File: config.mk
export PLATFORM = sky130hd
export DESIGN_NAME = atom_seq_guard
export DESIGN_NICKNAME = d
export VERILOG_FILES = /design/src/rtl/atom_seq_pkg.sv /design/src/rtl/atom_seq_decode.sv /design/src/rtl/atom_seq_table.sv /design/src/rtl/atom_seq_ctrl.sv /design/src/rtl/atom_seq_guard.sv
export SDC_FILE = /design/constraint.sdc
export NUM_CORES = 1
export LEC_CHECK = 0
export ABC_AREA = 1
export BUFFER_PORTS_ARGS = -buffer_cell sky130_fd_sc_hd__buf_2
export CORE_ASPECT_RATIO = 0.5
export CORE_MARGIN = 2
export CORE_UTILIZATION = 60
export CTS_BUF_LIST = sky130_fd_sc_hd__clkbuf_8
export DETAILED_ROUTE_END_ITERATION = 10
export GPL_ROUTABILITY_DRIVEN = 0
export PLACE_DENSITY = 0.85
export SLEW_MARGIN = 30
export SYNTH_ARGS = -nofsm -noshare
export SYNTH_HDL_FRONTEND = slang
export SYNTH_SLANG_ARGS = --single-unit
export TNS_END_PERCENT = 30
File: constraint.sdc
create_clock -name clk -period 4.45 [get_ports clk]
set_input_delay 0 -clock clk [delete_from_list [all_inputs] [get_ports clk]]
set_output_delay 0 -clock clk [all_outputs]
set_load 0.05 [all_outputs]
File: src/rtl/atom_seq_pkg.sv
package atom_seq_pkg;

   // instruction class encoding at the block edge
   localparam logic [2:0] OP_LK_LD  = 3'd0;
   localparam logic [2:0] OP_LK_PF  = 3'd1;
   localparam logic [2:0] OP_PL_LD  = 3'd2;
   localparam logic [2:0] OP_QUERY  = 3'd3;
   localparam logic [2:0] OP_ST     = 3'd4;
   localparam logic [2:0] OP_LK_ST  = 3'd5;

   typedef enum logic [1:0] {
      PH_IDLE  = 2'd0,
      PH_SETUP = 2'd1,
      PH_MANIF = 2'd2
   } phase_e;

   localparam logic [1:0] CAUSE_NONE  = 2'b00;
   localparam logic [1:0] CAUSE_ORDER = 2'b01;
   localparam logic [1:0] CAUSE_OVFL  = 2'b10;
   localparam logic [1:0] CAUSE_STRAY = 2'b11;

   // decoded, valid-qualified class flags
   typedef struct packed {
      logic lk_in;   // locked load or locked prefetch
      logic query;
      logic st;
      logic lk_st;
   } opcls_t;

endpackage

File: src/rtl/atom_seq_decode.sv
module atom_seq_decode
   import atom_seq_pkg::*;
(
   input  logic       valid_i,
   input  logic [2:0] op_i,
   output opcls_t     cls_o
);

   always_comb begin
      cls_o = '0;
      if (valid_i) begin
         unique case (op_i)
            OP_LK_LD, OP_LK_PF: cls_o.lk_in = 1'b1;
            OP_QUERY:           cls_o.query = 1'b1;
            OP_ST:              cls_o.st    = 1'b1;
            OP_LK_ST:           cls_o.lk_st = 1'b1;
            default:            cls_o       = '0;   // plain load and spare codes
         endcase
      end
   end

endmodule

File: src/rtl/atom_seq_table.sv
module atom_seq_table #(
   parameter int unsigned TAG_W = 26,
   parameter int unsigned DEPTH = 8,
   localparam int unsigned CNT_W = $clog2(DEPTH + 1)
) (
   input  logic             clk,
   input  logic             rst_n,
   input  logic             clear_i,
   input  logic             ins_i,
   input  logic [TAG_W-1:0] tag_i,
   output logic             hit_o,
   output logic             full_o,
   output logic [CNT_W-1:0] count_o
);

   if (DEPTH < 1) begin : g_bad_depth
      $error("atom_seq_table: DEPTH must be at least 1");
   end
   if (TAG_W < 1) begin : g_bad_tag
      $error("atom_seq_table: TAG_W must be at least 1");
   end

   logic [TAG_W-1:0] tag_q [DEPTH];
   logic [DEPTH-1:0] vld_q;
   logic [DEPTH-1:0] match;
   logic [CNT_W-1:0] cnt_q;

   for (genvar i = 0; i < DEPTH; i++) begin : g_cmp
      assign match[i] = vld_q[i] && (tag_q[i] == tag_i);
   end

   assign hit_o   = |match;
   assign full_o  = (cnt_q == CNT_W'(DEPTH));
   assign count_o = cnt_q;

   always_ff @(posedge clk) begin
      if (!rst_n) begin
         vld_q <= '0;
         cnt_q <= '0;
         for (int i = 0; i < DEPTH; i++) tag_q[i] <= '0;
      end else if (clear_i) begin
         vld_q <= '0;
         cnt_q <= ins_i ? CNT_W'(1) : '0;
         if (ins_i) begin
            vld_q[0] <= 1'b1;
            tag_q[0] <= tag_i;
         end
      end else if (ins_i && !full_o) begin
         for (int i = 0; i < DEPTH; i++) begin
            if (cnt_q == CNT_W'(i)) begin
               vld_q[i] <= 1'b1;
               tag_q[i] <= tag_i;
            end
         end
         cnt_q <= cnt_q + CNT_W'(1);
      end
   end

   AST_TBL_UNIQUE: assert property (@(posedge clk) disable iff (!rst_n)
      $onehot0(match));
   AST_NO_OVERFLOW: assert property (@(posedge clk) disable iff (!rst_n)
      (ins_i && !clear_i) |-> !full_o);

endmodule

File: src/rtl/atom_seq_ctrl.sv
module atom_seq_ctrl
   import atom_seq_pkg::*;
(
   input  logic       clk,
   input  logic       rst_n,
   input  opcls_t     cls_i,
   input  logic       hit_i,
   input  logic       full_i,
   output logic       tbl_clear_o,
   output logic       tbl_ins_o,
   output logic [1:0] phase_o,
   output logic       fault_o,
   output logic [1:0] cause_o,
   output logic       done_o
);

   phase_e     ph_q, ph_n;
   logic       flt_n, dn_n, clr_n, ins_n;
   logic [1:0] cs_n;
   logic       fault_q, done_q;
   logic [1:0] cause_q;

   always_comb begin
      ph_n  = ph_q;
      flt_n = 1'b0;
      cs_n  = CAUSE_NONE;
      dn_n  = 1'b0;
      clr_n = 1'b0;
      ins_n = 1'b0;
      unique case (ph_q)
         PH_IDLE: begin
            if (cls_i.lk_in) begin
               ph_n  = PH_SETUP;
               clr_n = 1'b1;
               ins_n = 1'b1;
            end else if (cls_i.lk_st) begin
               flt_n = 1'b1;
               cs_n  = CAUSE_STRAY;
            end
         end
         PH_SETUP: begin
            if (cls_i.lk_in) begin
               if (!hit_i) begin
                  if (full_i) begin
                     flt_n = 1'b1;
                     cs_n  = CAUSE_OVFL;
                  end else begin
                     ins_n = 1'b1;
                  end
               end
            end else if (cls_i.query) begin
               ph_n = PH_MANIF;
            end else if (cls_i.st && hit_i) begin
               ph_n = PH_MANIF;
            end else if (cls_i.lk_st) begin
               dn_n  = 1'b1;
               ph_n  = PH_IDLE;
               clr_n = 1'b1;
            end
         end
         PH_MANIF: begin
            if (cls_i.lk_in || cls_i.query) begin
               flt_n = 1'b1;
               cs_n  = CAUSE_ORDER;
            end else if (cls_i.lk_st) begin
               dn_n  = 1'b1;
               ph_n  = PH_IDLE;
               clr_n = 1'b1;
            end
         end
         default: ph_n = PH_IDLE;
      endcase
      if (flt_n) begin
         ph_n  = PH_IDLE;
         clr_n = 1'b1;
         ins_n = 1'b0;
      end
   end

   always_ff @(posedge clk) begin
      if (!rst_n) begin
         ph_q    <= PH_IDLE;
         fault_q <= 1'b0;
         cause_q <= CAUSE_NONE;
         done_q  <= 1'b0;
      end else begin
         ph_q    <= ph_n;
         fault_q <= flt_n;
         cause_q <= cs_n;
         done_q  <= dn_n;
      end
   end

   assign tbl_clear_o = clr_n;
   assign tbl_ins_o   = ins_n;
   assign phase_o     = ph_q;
   assign fault_o     = fault_q;
   assign cause_o     = cause_q;
   assign done_o      = done_q;

   AST_FAULT_TO_IDLE: assert property (@(posedge clk) disable iff (!rst_n)
      fault_q |-> (ph_q == PH_IDLE));
   AST_DONE_TO_IDLE: assert property (@(posedge clk) disable iff (!rst_n)
      done_q |-> (ph_q == PH_IDLE));
   AST_MANIF_FROM_SETUP: assert property (@(posedge clk) disable iff (!rst_n)
      (ph_q == PH_MANIF && !$stable(ph_q)) |-> ($past(ph_q) == PH_SETUP));

endmodule

File: src/rtl/atom_seq_guard.sv
module atom_seq_guard
   import atom_seq_pkg::*;
#(
   parameter int unsigned ADDR_W     = 48,
   parameter int unsigned LINE_BYTES = 64,
   parameter int unsigned DEPTH      = 8
) (
   input  logic              clk,
   input  logic              rst_n,
   input  logic              in_valid,
   input  logic [2:0]        in_op,
   input  logic [ADDR_W-1:0] in_addr,
   output logic [1:0]        phase_o,
   output logic              fault_o,
   output logic [1:0]        fault_cause_o,
   output logic              done_o
);

   localparam int unsigned OFFS_W = $clog2(LINE_BYTES);
   localparam int unsigned TAG_W  = ADDR_W - OFFS_W;
   localparam int unsigned CNT_W  = $clog2(DEPTH + 1);

   if (LINE_BYTES < 2 || (LINE_BYTES & (LINE_BYTES - 1)) != 0) begin : g_bad_line
      $error("atom_seq_guard: LINE_BYTES must be a power of two, at least 2");
   end
   if (ADDR_W <= OFFS_W) begin : g_bad_addr
      $error("atom_seq_guard: ADDR_W must exceed the line offset width");
   end

   opcls_t           cls;
   logic             hit, full, tbl_clear, tbl_ins;
   logic [CNT_W-1:0] tbl_count;
   logic [TAG_W-1:0] line_tag;
   logic             unused_offs;

   assign line_tag    = in_addr[ADDR_W-1:OFFS_W];
   assign unused_offs = ^in_addr[OFFS_W-1:0];

   atom_seq_decode u_dec (
      .valid_i (in_valid),
      .op_i    (in_op),
      .cls_o   (cls)
   );

   atom_seq_table #(.TAG_W(TAG_W), .DEPTH(DEPTH)) u_tbl (
      .clk     (clk),
      .rst_n   (rst_n),
      .clear_i (tbl_clear),
      .ins_i   (tbl_ins),
      .tag_i   (line_tag),
      .hit_o   (hit),
      .full_o  (full),
      .count_o (tbl_count)
   );

   atom_seq_ctrl u_ctl (
      .clk         (clk),
      .rst_n       (rst_n),
      .cls_i       (cls),
      .hit_i       (hit),
      .full_i      (full),
      .tbl_clear_o (tbl_clear),
      .tbl_ins_o   (tbl_ins),
      .phase_o     (phase_o),
      .fault_o     (fault_o),
      .cause_o     (fault_cause_o),
      .done_o      (done_o)
   );

   AST_SETUP_HAS_LINE: assert property (@(posedge clk) disable iff (!rst_n)
      (phase_o == PH_SETUP) |-> (tbl_count != '0));
   AST_IDLE_EMPTY_AFTER_FAULT: assert property (@(posedge clk) disable iff (!rst_n)
      fault_o |-> (tbl_count == '0));
   AST_LATE_INBOUND: assert property (@(posedge clk) disable iff (!rst_n)
      (phase_o == PH_MANIF && in_valid && (in_op == OP_LK_LD || in_op == OP_LK_PF))
      |=> (fault_o && fault_cause_o == CAUSE_ORDER));
   AST_STRAY_LOCK: assert property (@(posedge clk) disable iff (!rst_n)
      (phase_o == PH_IDLE && in_valid && in_op == OP_LK_ST)
      |=> (fault_o && fault_cause_o == CAUSE_STRAY));
   AST_PLAIN_LOAD_QUIET: assert property (@(posedge clk) disable iff (!rst_n)
      (in_valid && in_op == OP_PL_LD) |=> (!fault_o && $stable(phase_o)));
   AST_EXCLUSIVE: assert property (@(posedge clk) disable iff (!rst_n)
      !(fault_o && done_o) && (fault_o || fault_cause_o == CAUSE_NONE));

endmodule

-- Word-level counts from Yosys, hierarchy flattened
Memory sizes are Yosys's and may differ from the RTL's.
Cells that the tools add are included.
Widths: inputs -> output; s select.
- register bits: 18
- RAM bits: 336
- logic and storage cells: 179
- memories: 1
- $add $sub $neg: 1
- equality and inequality tests: 25
- mux-type cells: 99
- bitwise gates (word level): 10
- reduce and logical (&&, ||, !) cells: 30
- memories (memory ; depth ; bits a word ; rd ports ; clocked after Yosys merged registers in ; wr ports ; line ; source):
    u_tbl.tag_q ; 8 ; 42 ; 8 ; 0 ; 8 ; atom_seq_table.sv:23 ; logic [TAG_W-1:0] tag_q [DEPTH];
- operators by type and width (cell ; number):
    $mux 42 ; 9
    $eq 42x42->1 ; 8
    $mux 1 ; 70
    $mux 2 ; 11
    $eq 4x3->1 const B ; 4
    $reduce_and 2->1 ; 8
    $mux 4 ; 3
    $pmux 2 s3 ; 2
    $logic_and 1x1->1 ; 10
    $or 1x1->1 ; 9
    $eq 4x2->1 const B ; 2
    $reduce_or 8->1 ; 1
    $eq 3x3->1 const B ; 2
    $pmux 1 s3 ; 2
    $reduce_or 2->1 ; 3
    $add 4x1->4 const B ; 1
    $eq 4x1->1 const B ; 1
    $eq 4x4->1 const B ; 1
    $logic_not 4->1 ; 1
    $ne 2x2->1 const B ; 2
    $pmux 1 s2 ; 2
    $reduce_bool 2->1 ; 2
    $eq 3x1->1 const B ; 1
    $eq 3x2->1 const B ; 1
    9 further kinds ; 9

-- Depth between registers and ports, before layout
- depth after elaboration: 15
- gate-level depth with buffers: 21
- gate-level depth less buffers: 19

-- Modules after synthesis
A second synthesis with hierarchy kept.
- cells, all modules: 2154
- area, all modules: 18325.1 um2
- modules (own cells, without submodules) (module ; instances ; cells each ; area each (um2)):
    atom_seq_table ; 1 ; 2076 ; 17850.9
    atom_seq_ctrl ; 1 ; 66 ; 429.2
    atom_seq_decode ; 1 ; 12 ; 45.0

-- Least setup slack after synthesis
No wires, ideal clock.
- path kind: reg2reg
- start: register u_ctl.ph_q[1], in the netlist u_ctl.phase_o[1]
- end: memory u_tbl.tag_q[0][126] in the netlist's numbering (enable)
- library setup time: 0.400 ns
- arrival time: 3.068 ns
- data required time: 4.050 ns
- setup slack: 0.982 ns
- cell stages (with the launch flop): 13
- period minus slack after synthesis: 3.468 ns
- cells stage by stage: dfxtp_1 > inv_1 > ha_1 > inv_1 > nor2_1 > nor2_1 > nand2_1 > nand2_2 > nand4_1 > nor2_1 > nand2_1 > buf_2 > nand2_1
- RTL lines (what ; line ; source):
    from (decl) ; atom_seq_ctrl.sv:17 ; phase_e ph_q, ph_n;
    from (signal assigned) ; atom_seq_ctrl.sv:87 ; ph_q <= ph_n;
    to (decl) ; atom_seq_table.sv:23 ;

==> flow_summary.json <==
{
  "grt_pass1_vias": 14670,
  "synthesis.area_per_instance_sq_um": 8.617,
  "fin_crit_ns": 3.589,
  "syn_area_sq_mm": 0.01809,
  "synth-seq-cells": 354,
  "io_buffers": 53,
  "die_w_um": 249.5,
  "start_util_pct": 61.64,
  "r2r_end": "u_tbl.tag_q[0][93]$_SDFFCE_PN0P_",
  "grt_max_degree": 53,
  "synth_cells": 2099,
  "fin_tns_setup_ns": 0,
  "reg2reg_from": "u_tbl.tag_q[1][139]$_DFFE_PP_",
  "critPathKind": "flop to flop",
  "synth_top_area_share_pct": 55.79,
  "skew_ns": 0.03722,
  "peakVddDrop_v": 0.0002118,
  "dpl.cell_count": 2484,
  "relSlewSlack_pct": 44.61,
  "ys_warn_count": 0,
  "postPlaceCellArea_sq_mm": 0.01869,
  "p_leak_uw": 0.008632,
  "grt_pass1_wl_um": 86980,
  "finalCritPeriodShare_pct": 80.65,
  "fin_nets": 2236,
  "rsz0062_at_grt": "no",
  "min_to": "u_tbl.tag_q[0][36]$_SDFFCE_PN0P_",
  "worst_path_max_delay_cell": "xnor2_1",
  "wl_per_cell_um": 22.87,
  "max_freq_mhz": 278.6,
  "cts_buffers": 50,
  "critPathMaxStageDelay_ns": 0.51,
  "r2r_setup_slack_ns": 0.86,
  "instances_no_fill": 2600,
  "root_buffer": "clkbuf_8",
  "drive_gt1_share_pct": 8.564,
  "clock_path_buffers": 3,
  "yosysSeqAreaShare_pct": 57.78,
  "drtPass1Iterations": 11,
  "drc": 2,
  "critPathMaxFanout": 27,
  "antenna_found_initial": 2,
  "grt_overflow": 0,
  "post-route-util_pct": 67.61,
  "routed_wl_um": 59470,
  "whs_path_depth": 3,
  "htreeDepth": 2,
  "row_count": 44,
  "post-route-cell-area_sq_mm": 0.01984,
  "setup_violations": 0,
  "endpoint_kind": "flop",
  "synth.net_count": 2161,
  "synthTopCellsByArea": "edfxtp_1 56%, nand2_1 13%, nor2_1 8.8%",
  "hold_viol": 0,
  "cts.sinks": 354,
  "vias": 15570,
  "path_cells": "xnor2_1, nand2_1, nor2_1, nand2_1, nor2_1, nand3_1, nand2_1, nor2_2, nand3_2, nand2_1, a21oi_2, nand2_2, nand2_2, buf_12",
  "hold-worst-slack_ns": 0.02287,
  "drv_cap": 0,
  "yosysUniqueCellTypes": 33,
  "fp.dieH_um": 126.8,
  "syn_to_final_growth_pct": 9.699,
  "io_pins": 60,
  "dp_hpwl_um": 40610,
  "post-cts-setup-buffers": 0,
  "outcome": "complete, but fails checks",
  "routed_via_density": 5.990,
  "crit_arrival_ns": 3.88,
  "clk_pin_slew_ns": 0.06,
  "start_kind": "flop",
  "design.core.area_sq_mm": 0.02934,
  "drt_iter0_drc": 3340,
  "die_area_sq_mm": 0.03163,
  "yosysTopAreaCell": "edfxtp_1",
  "grt_usage_pct": 37.81,
  "hp-start": "in_addr[42]",
  "ant_nets": 0,
  "tightest_slew_ns": 0.8308,
  "cts_tree": "built",
  "rr_worst_depth": 14,
  "crit_top_cell": "nand2_1",
  "drv_slew": 0,
  "min_path_type": "input port to flop",
  "power.density_mw_per_mm2": 359.2,
  "clock_latency_ns": 0.61,
  "violations": "DRC",
  "critPathRequiredTime_ns": 4.74
}
[stage by stage]
| step | setup WS (ns) | power, uW |
|---|---|---|
| 2_1_floorplan | 0.9822 | 4466 |
| 3_3_place_gp | 1.111 | 4757 |
| 3_5_place_dp | 1.042 | 4787 |
| 4_1_cts | 1.034 | 7031 |
| 5_1_grt | 0.7682 | 7282 |
| 6_report | 0.8610 | 7127 |
[power breakdown]
group / leakage, uW / internal, uW / switching, uW
combinational: 0.00455 / 247 / 650
sequential: 0.00356 / 3810 / 89.1
clock: 0.000517 / 1070 / 1250
total: 0.00863 / 5140 / 1990
[critical path: cells and delay by family (launching register included)]
kind | cells | cell delay, ns
compound gates | 1 | 0.44
simple gates | 11 | 1.65
flops | 1 | 0.38
xor+xnor | 1 | 0.51
buf+inv | 1 | 0.29
[layout make-up]
| type | count | area, sq um |
|---|---|---|
| Clock buffer | 52 | 715.7 |
| Sequential cell | 354 | 10450 |
| Multi-Input combinational cell | 1361 | 6120 |
| Tap cell | 391 | 489.2 |
| Inverter | 309 | 1160 |
| Clock inverter | 33 | 137.6 |
| Antenna cell | 2 | 5.005 |
| Fill cell | 2108 | 9503 |
| Timing Repair Buffer | 98 | 763.2 |
[repair_timing]
item	CTS	global route
resized for setup	0	0
hold buffers	29	0
hold endpoints to repair	39	0
[cell usage in the layout (no fill, tap or decap), types with 3 or more instances in the layout]
master           n
nand3_1         27
nand2_1        608
xor2_1          11
or2_2            6
buf_4            9
clkbuf_8        52
buf_2           53
nor3_1           9
clkinv_2         5
ha_1             8
dlygate4sd3_1   29
nand4_1         27
a21oi_1          6
nor2_1         423
inv_2           33
nand2_2         16
dfxtp_1         18
inv_1          296
xnor2_1        104
o21ai_0         75
edfxtp_1       336
nor2_2           3
clkinv_1         6
buf_12           7
o21ai_1         22
o211ai_1         3
[logic make-up (layout without fill, tap and decap cells)]
family,Yosys count,after routing,share of synthesized area [%]
AND/OR/NAND/NOR,1123,1123,24.17
buffers and inverters,384,492,8.565
flip-flops,354,354,57.78
AO/OA/AOI/OAI,115,115,3.362
XOR/XNOR,115,115,5.569
adder cells (fa/ha/maj),8,8,0.5535
other,0,2,0
[layer usage]
| layer | GRT usage, % | up-vias | share of wire [%] |
|---|---|---|---|
| met1 | 48.09 | 6970 | 33 |
| met5 | 0 | - | 0.022 |
| li1 | - | 6683 | - |
| met2 | 55.96 | 1594 | 41 |
| met4 | 20.94 | 2 | 7.0 |
| met3 | 14.84 | 325 | 19 |
[worst max path at each step]
stage / from / to / slack (ns) / depth (start not counted)
floorplan: u_ctl.phase_o[1]$_SDFFE_PP0P_ / u_tbl.tag_q[0][126]$_SDFFCE_PN0P_ / 0.98 / 12
global placement: u_tbl.tag_q[1][139]$_DFFE_PP_ / u_tbl.tag_q[0][97]$_SDFFCE_PN0P_ / 1.11 / 14
detailed placement: u_tbl.tag_q[0][52]$_SDFFCE_PN0P_ / u_tbl.tag_q[0][112]$_SDFFCE_PN0P_ / 1.04 / 14
CTS: u_tbl.tag_q[0][52]$_SDFFCE_PN0P_ / u_tbl.tag_q[0][121]$_SDFFCE_PN0P_ / 1.03 / 14
global route: u_ctl.phase_o[0]$_SDFFE_PP0P_ / u_tbl.tag_q[0][13]$_SDFFCE_PN0P_ / 0.77 / 12
finish: u_tbl.tag_q[1][139]$_DFFE_PP_ / u_tbl.tag_q[0][93]$_SDFFCE_PN0P_ / 0.86 / 14
[Yosys cell counts, drive strengths merged]
library cell  instances
or2                   6
dfxtp                18
a21boi                3
nor2                426
a21oi                 8
buf                  69
xnor2               104
xor2                 11
and3                  1
clkbuf                6
clkinv                2
edfxtp              336
ha                    8
nand4                27
a22oi                 1
nand3                28
nor3                  9
a211oi                1
nand2               624
and2                  2
o21a                  2
inv                 307
o211ai                3
o21ai                97
[sequential cells by signal (all words and copies together), names as in the netlist]
| signal | flops |
|---|---|
| u_tbl.tag_q | 336 |
| u_ctl.fault_o | 1 |
| u_ctl.phase_o | 2 |
| u_ctl.cause_o | 2 |
| u_tbl.vld_q | 8 |
| u_ctl.done_o | 1 |
| u_tbl.count_o | 4 |
Power figures use the tool's default switching activity.
